### config.mk
export PLATFORM = sky130hd
export DESIGN_NAME = cd_rx_gate
export DESIGN_NICKNAME = d
export VERILOG_FILES = /design/src/rtl/cdg_pkg.sv /design/src/rtl/cdg_sync.sv /design/src/rtl/cdg_edge.sv /design/src/rtl/cdg_carrier.sv /design/src/rtl/cdg_framer.sv /design/src/rtl/cd_rx_gate.sv
export SDC_FILE = /design/constraint.sdc
export NUM_CORES = 1
export LEC_CHECK = 0
export CAP_MARGIN = 20
export CORE_MARGIN = 10
export CORE_UTILIZATION = 45
export DETAILED_ROUTE_END_ITERATION = 10
export PLACE_DENSITY = 0.79
export SLEW_MARGIN = 15
export SYNTH_ARGS = -nofsm -noshare
export SYNTH_HDL_FRONTEND = slang
export SYNTH_SLANG_ARGS = --single-unit
### constraint.sdc
create_clock -name clk -period 2 [get_ports clk]
set_clock_uncertainty 0.15 [all_clocks]
set_input_delay 0.4 -clock clk [delete_from_list [all_inputs] [get_ports clk]]
set_output_delay 0.4 -clock clk [all_outputs]
set_load 0.01 [all_outputs]
### src/rtl/cdg_pkg.sv
package cdg_pkg;

    typedef enum logic {
        SAMPLE_SYNC = 1'b0,
        SAMPLE_IMM  = 1'b1
    } cd_sample_e;

    typedef enum logic {
        CARRIER_ENVELOPE = 1'b0,
        CARRIER_PULSE    = 1'b1
    } cd_carrier_e;

endpackage

### src/rtl/cdg_sync.sv
module cdg_sync #(
    parameter int STAGES = 2
) (
    input  logic clk,
    input  logic rst_n,
    input  logic din,
    output logic dout
);
    logic [STAGES-1:0] sh_d, sh_q;

    generate
        for (genvar i = 0; i < STAGES; i++) begin : g_stage
            if (i == 0) begin : g_first
                always_comb sh_d[i] = din;
            end else begin : g_next
                always_comb sh_d[i] = sh_q[i-1];
            end
        end
    endgenerate

    always_ff @(posedge clk or negedge rst_n) begin
        if (!rst_n) sh_q <= '0;
        else        sh_q <= sh_d;
    end

    assign dout = sh_q[STAGES-1];

endmodule

### src/rtl/cdg_edge.sv
module cdg_edge (
    input  logic clk,
    input  logic rst_n,
    input  logic rx_clk,
    output logic rise
);
    logic rck_d, rck_q;

    always_comb rck_d = rx_clk;

    always_ff @(posedge clk or negedge rst_n) begin
        if (!rst_n) rck_q <= 1'b0;
        else        rck_q <= rck_d;
    end

    assign rise = rx_clk & ~rck_q;

    AST_RISE_SINGLE: assert property (@(posedge clk) disable iff (!rst_n)
        rise |=> !rise);

endmodule

### src/rtl/cdg_carrier.sv
module cdg_carrier
    import cdg_pkg::*;
(
    input  logic cd_raw,
    input  logic cd_sync,
    input  logic imm_mode,
    input  logic pulse_mode,
    input  logic rise,
    input  logic in_frame,
    output logic car_lvl,
    output logic loss
);
    cd_sample_e  smp_mode;
    cd_carrier_e car_mode;

    always_comb begin
        smp_mode = cd_sample_e'(imm_mode);
        car_mode = cd_carrier_e'(pulse_mode);
        car_lvl  = (smp_mode == SAMPLE_IMM) ? cd_raw : cd_sync;
        loss     = 1'b0;
        if (in_frame && car_mode == CARRIER_ENVELOPE && !car_lvl) begin
            loss = (smp_mode == SAMPLE_IMM) ? 1'b1 : rise;
        end
    end

endmodule

### src/rtl/cdg_framer.sv
module cdg_framer #(
    parameter int FRAME_BITS = 8
) (
    input  logic clk,
    input  logic rst_n,
    input  logic rise,
    input  logic rx_data,
    input  logic car_lvl,
    input  logic loss,
    output logic rx_en,
    output logic bit_vld,
    output logic bit_out,
    output logic sof,
    output logic eof,
    output logic lost
);
    localparam int CNT_W = $clog2(FRAME_BITS + 1);
    localparam logic [CNT_W-1:0] LAST = CNT_W'(FRAME_BITS);
    localparam logic [CNT_W-1:0] ONE  = CNT_W'(1);

    typedef struct packed {
        logic             in_frame;
        logic [CNT_W-1:0] cnt;
        logic             bit_vld;
        logic             bit_dat;
        logic             sof;
        logic             eof;
        logic             lost;
    } frm_st_t;

    frm_st_t st_d, st_q;

    always_comb begin
        st_d         = st_q;
        st_d.bit_vld = 1'b0;
        st_d.sof     = 1'b0;
        st_d.eof     = 1'b0;
        st_d.lost    = 1'b0;
        if (!st_q.in_frame) begin
            if (rise && car_lvl) begin
                st_d.bit_vld = 1'b1;
                st_d.bit_dat = rx_data;
                st_d.sof     = 1'b1;
                if (ONE == LAST) begin
                    st_d.eof = 1'b1;
                    st_d.cnt = '0;
                end else begin
                    st_d.in_frame = 1'b1;
                    st_d.cnt      = ONE;
                end
            end
        end else if (loss) begin
            st_d.in_frame = 1'b0;
            st_d.cnt      = '0;
            st_d.eof      = 1'b1;
            st_d.lost     = 1'b1;
        end else if (rise) begin
            st_d.bit_vld = 1'b1;
            st_d.bit_dat = rx_data;
            if (st_q.cnt + ONE == LAST) begin
                st_d.eof      = 1'b1;
                st_d.in_frame = 1'b0;
                st_d.cnt      = '0;
            end else begin
                st_d.cnt = st_q.cnt + ONE;
            end
        end
    end

    always_ff @(posedge clk or negedge rst_n) begin
        if (!rst_n) st_q <= '0;
        else        st_q <= st_d;
    end

    assign rx_en   = st_q.in_frame;
    assign bit_vld = st_q.bit_vld;
    assign bit_out = st_q.bit_dat;
    assign sof     = st_q.sof;
    assign eof     = st_q.eof;
    assign lost    = st_q.lost;

    AST_LOST_ONLY_AT_EOF: assert property (@(posedge clk) disable iff (!rst_n)
        st_q.lost |-> (st_q.eof && !st_q.bit_vld));
    AST_CNT_RANGE: assert property (@(posedge clk) disable iff (!rst_n)
        st_q.cnt < LAST);
    AST_EOF_CLEARS_EN: assert property (@(posedge clk) disable iff (!rst_n)
        st_q.eof |-> !st_q.in_frame);
    AST_SOF_CARRIES_BIT: assert property (@(posedge clk) disable iff (!rst_n)
        st_q.sof |-> st_q.bit_vld);
    AST_NO_STRAY_BIT: assert property (@(posedge clk) disable iff (!rst_n)
        (st_q.bit_vld && !$past(st_q.in_frame)) |-> st_q.sof);

endmodule

### src/rtl/cd_rx_gate.sv
module cd_rx_gate #(
    parameter int FRAME_BITS  = 8,
    parameter int SYNC_STAGES = 2
) (
    input  logic clk,
    input  logic rst_n,
    input  logic rx_clk,
    input  logic rx_data,
    input  logic cd_in,
    input  logic imm_mode,
    input  logic pulse_mode,
    output logic rx_en,
    output logic bit_vld,
    output logic bit_out,
    output logic sof,
    output logic eof,
    output logic lost
);
    logic cd_sync;
    logic rise;
    logic car_lvl;
    logic loss;

    cdg_sync #(.STAGES(SYNC_STAGES)) u_sync (
        .clk  (clk),
        .rst_n(rst_n),
        .din  (cd_in),
        .dout (cd_sync)
    );

    cdg_edge u_edge (
        .clk   (clk),
        .rst_n (rst_n),
        .rx_clk(rx_clk),
        .rise  (rise)
    );

    cdg_carrier u_carrier (
        .cd_raw    (cd_in),
        .cd_sync   (cd_sync),
        .imm_mode  (imm_mode),
        .pulse_mode(pulse_mode),
        .rise      (rise),
        .in_frame  (rx_en),
        .car_lvl   (car_lvl),
        .loss      (loss)
    );

    cdg_framer #(.FRAME_BITS(FRAME_BITS)) u_framer (
        .clk    (clk),
        .rst_n  (rst_n),
        .rise   (rise),
        .rx_data(rx_data),
        .car_lvl(car_lvl),
        .loss   (loss),
        .rx_en  (rx_en),
        .bit_vld(bit_vld),
        .bit_out(bit_out),
        .sof    (sof),
        .eof    (eof),
        .lost   (lost)
    );

    AST_IMM_CD_LOW_PHASE: assert property (@(posedge clk) disable iff (!rst_n)
        (imm_mode && rx_clk && $past(rx_clk)) |-> $stable(cd_in));
    AST_PULSE_NEVER_LOST: assert property (@(posedge clk) disable iff (!rst_n)
        lost |-> !$past(pulse_mode));
    AST_START_NEEDS_CARRIER: assert property (@(posedge clk) disable iff (!rst_n)
        sof |-> $past(car_lvl));

endmodule

* Word level (Yosys, flattened, before mapping) *
Cells that the tools add are included.

word-level totals
  flip-flop bits (word level) = 13
  input port bits = 7
  output and inout bits = 6
  word-level logic and storage cells = 40

cells by class
  add/subtract/negate cells = 1
  equality and inequality tests = 4
  muxes and demuxes = 16
  bitwise operators = 3
  reductions and logical operators = 7

operators by type and width
  operator             count
  $mux 7               2
  $mux 1               9
  $mux 8               1
  $mux 5               1
  $add 4x1->4 const B  1
  $eq 4x4->1 const B   1
  $mux 2               2
  $mux 4               1
  $ne 2x2->1 const B   2
  $logic_and 1x1->1    3
  $ne 3x3->1 const B   1
  $reduce_and 3->1     1
  $not 1->1            2
  $reduce_and 2->1     1
  $reduce_bool 2->1    1
  $and 1x1->1          1
  $logic_not 1->1      1

* Depth between registers and ports, before layout *
  word-level depth = 6
  mapped depth = 5
  mapped depth without buffers = 5

* Modules after synthesis *
Synthesis repeated with hierarchy kept, for this count alone.

unflattened totals
  cell total of the unflattened synthesis = 55
  area, all modules = 623.1 um^2

modules (own cells, without submodules)
  module       instances  cells each  area an instance (um^2)  seq. area each (um^2)
  cdg_framer   1          46          491.7                    250.2
  cdg_sync     1          2           50.0                     50.0
  cdg_carrier  1          5           42.5                     0.0
  cdg_edge     1          2           38.8                     25.0

* Least setup slack after synthesis *
Ideal clock, no wire load.

  kind = register to register
  start = register u_framer.st_q[5] in the netlist's numbering
  end = register u_framer.st_q, in the netlist u_framer.rx_en
  library setup time = 0.123 ns
  arrival time = 1.319 ns
  data required time = 1.727 ns
  setup slack = 0.408 ns
  stages on the path, launching flop included = 5
  buffers on the path = 0
  clock period less this slack = 1.592 ns
  cell sequence = dfrtp_1 -> ha_1 -> nor4bb_1 -> a41oi_1 -> o221a_2

RTL lines
  what                    RTL line          text
  start, declared         cdg_framer.sv:31  frm_st_t st_d, st_q;
  start signal, assigned  cdg_framer.sv:72  else st_q <= st_d;

* Worst setup path after layout *
  start = register u_framer.st_q, in the netlist u_framer.rx_en
  end = output rx_en

RTL lines
  what           RTL line          text
  end, declared  cd_rx_gate.sv:12  output logic rx_en,

No word-level cell between the ends.

==> metrics.txt <==
status complete, no violations; I/O pins 13; M1 wire length 616 µm; final setup fails 0; design area 863 µm²; max-slew violation count 0; DR vias/cell 5.46; Post-DP HPWL 1.07 mm; Yosys reg bits 13; P_leak 0.394 nW; Largest stage delay, worst path 0.58 ns; GRT overflow 0; final core utilization 64.7%; number of buffers created by CTS 3; DRT iter0 DRCs 5; Pre-Repair DR Iteration Count 2; Post-synth top flop dfrtp_1; Storage cell area 327 µm²; HP Start u_sync.sh_q[0]; Slew @ Worst Pin 0.564 ns; Power, Total 0.779 mW; core area 0.00133 mm²; Achievable Freq 0.536 GHz; CP max FO 10; die footprint 0.00336 mm²; DRT Wirelength 1.37 mm; TNS Setup 0 ns; final hold vios 0; I/O Buffers 12; Largest delay share family, worst path buffers and inverters; met2 wire len 636 µm; FP Rows 13; die width 58.0 µm; most frequent cell after synthesis dfrtp_1; layout cell share with drive strength beyond 1 22.2%; max layer used met4; number of synthesized flops with an enable pin 0; synthesized netlist net count 68; Post-CTS Setup Inserts 0; drt wl/cell 14.2 µm; Worst setup SP type flop; Initial Util 48.7%; max_slew headroom 62.3%; sequential-to-total area share from yosys stat 50.1%; GPL Wtd Cong 0.746; wire length of the first global-routing pass 2.50 mm; Min Clock Period, post-route 1.86 ns; Final ANT Viol Nets 0; RSZ-0062 raised after global routing false; worst-path cell chain clkdlybuf4s50_1; vias in the first global route 570; Worst-path clk slew 0.07 ns; Worst path slowest cell clkdlybuf4s50_1; top cells by area, synth dfrtp_1 50%, a21oi_1 4.6%, ha_1 3.9%; area grow syn2layout 32.9%; YS warnings 0; Distinct cells, synth 30; TritonCTS clock tree done; DRC 0; Yosys top cell by area dfrtp_1; Tcrit/Tclk final 93.2%; Critical Path Start u_framer.rx_en; deepest clock path buffer count 2; n_diodes 0; Skew-Pair Late Insertion Delay 0.27 ns; chip height 58.0 µm; WP buf/inv 1; clk root buf clkbuf_4; Hold Crit Class flop to flop; Final nets 91; Max-Cap Viols 0; footprint of the multi-input gates 315 µm²; post-synth top area share 50.1%; syn avg cell area 11.0 µm²; Pwr Density 902 mW/mm²; Post-synth top cells 13 x dfrtp_1, 6 x a21oi_1, 5 x nor2_1; routed vias 524; # fillers 111; Post-Syn Instances 59; kind of critical path flop to primary output; met3 wire len 75 µm; largest net degree at the start of global routing 14; worst hold margin 0.206 ns; Worst R2R Start u_framer.st_q[5]; initial antenna violation count 0; htree depth 1; clk sinks 13; all-layer global routing usage 9.38%; Post-Place Cell Area 836 µm²; hold_buf cts 0; crit path capture type primary output; Async SR Flop Fraction 100%; CP required 1.45 ns; Max VDD drop 0.464 mV; Worst EP arrival 1.31 ns; synthesized area 649 µm²
-- worst paths after layout --
kind / to / slack [ns] / cells past startpoint
max: rx_en / 0.14 / 1
min in group asynchronous: u_edge.rck_q / 0.33 / 1
min: u_sync.sh_q[1] / 0.21 / 0
min reg2reg: u_sync.sh_q[1] / 0.21 / 0
max in group asynchronous: u_framer.rx_en / 0.97 / 1
max reg2reg: u_framer.rx_en / 0.28 / 4
-- cells in the final DEF, fill, tap and decap left out, drive strengths merged, types with 2 or more instances in the layout --
cell type / instances
a21oi: 7
a22o: 2
buf: 7
clkbuf: 4
clkdlybuf4s50: 12
dfrtp: 13
ha: 2
mux2: 2
nand2: 3
nand2b: 2
nor2: 5
nor2b: 3
nor3: 2
-- per-stage QoR --
stage,std cells,worst slack (ns)
final,96,0.136
after global routing,96,0.0716
after CTS,96,0.0387
after detailed placement,92,-0.100
after global placement,92,-0.0643
after floorplan,59,0.408
-- metal layers --
layer | global-route usage [%] | vias to the layer above
met5 | 0 | -
met4 | 6.04 | 0
met3 | 3.49 | 5
met2 | 15.8 | 14
met1 | 9.51 | 247
li1 | - | 258
-- final cells by class --
| cell class | count | area share (%) |
|---|---|---|
| inverter | 1 | 0.435 |
| timing repair buffer | 19 | 20.0 |
| sequential | 13 | 37.8 |
| tap | 15 | 2.17 |
| clock buffer | 4 | 3.04 |
| multi-input combinational | 44 | 36.5 |
-- timing repair --
item                                    in CTS  in global routing
endpoints found under the setup margin       0                  1
hold endpoints to repair                     0                  0
resized for setup                            0                  1
-- kinds of logic (layout without fill, tap and decap cells) --
kind of cell | after synthesis | in the layout | share of synthesized area (%)
mux | 3 | 3 | 5.59
xor+xnor | 2 | 2 | 2.70
compound gates | 17 | 17 | 18.9
simple gates | 20 | 20 | 17.5
buf+inv | 2 | 24 | 1.35
fa+ha+maj | 2 | 2 | 3.85
flops | 13 | 13 | 50.1
-- report_power, final --
part,switching [mW],total [mW],internal (mW)
Sequential,0.0656,0.375,0.310
Clock,0.0815,0.159,0.0774
Combinational,0.102,0.245,0.142
-- state kept, by name, summed over array words and instances, names as in the netlist --
register / cells
u_edge.rck_q: 1
u_framer.bit_out: 1
u_framer.bit_vld: 1
u_framer.eof: 1
u_framer.lost: 1
u_framer.rx_en: 1
u_framer.sof: 1
u_framer.st_q: 4
u_sync.sh_q: 2
Note: power is estimated with default switching activity, not from simulation.
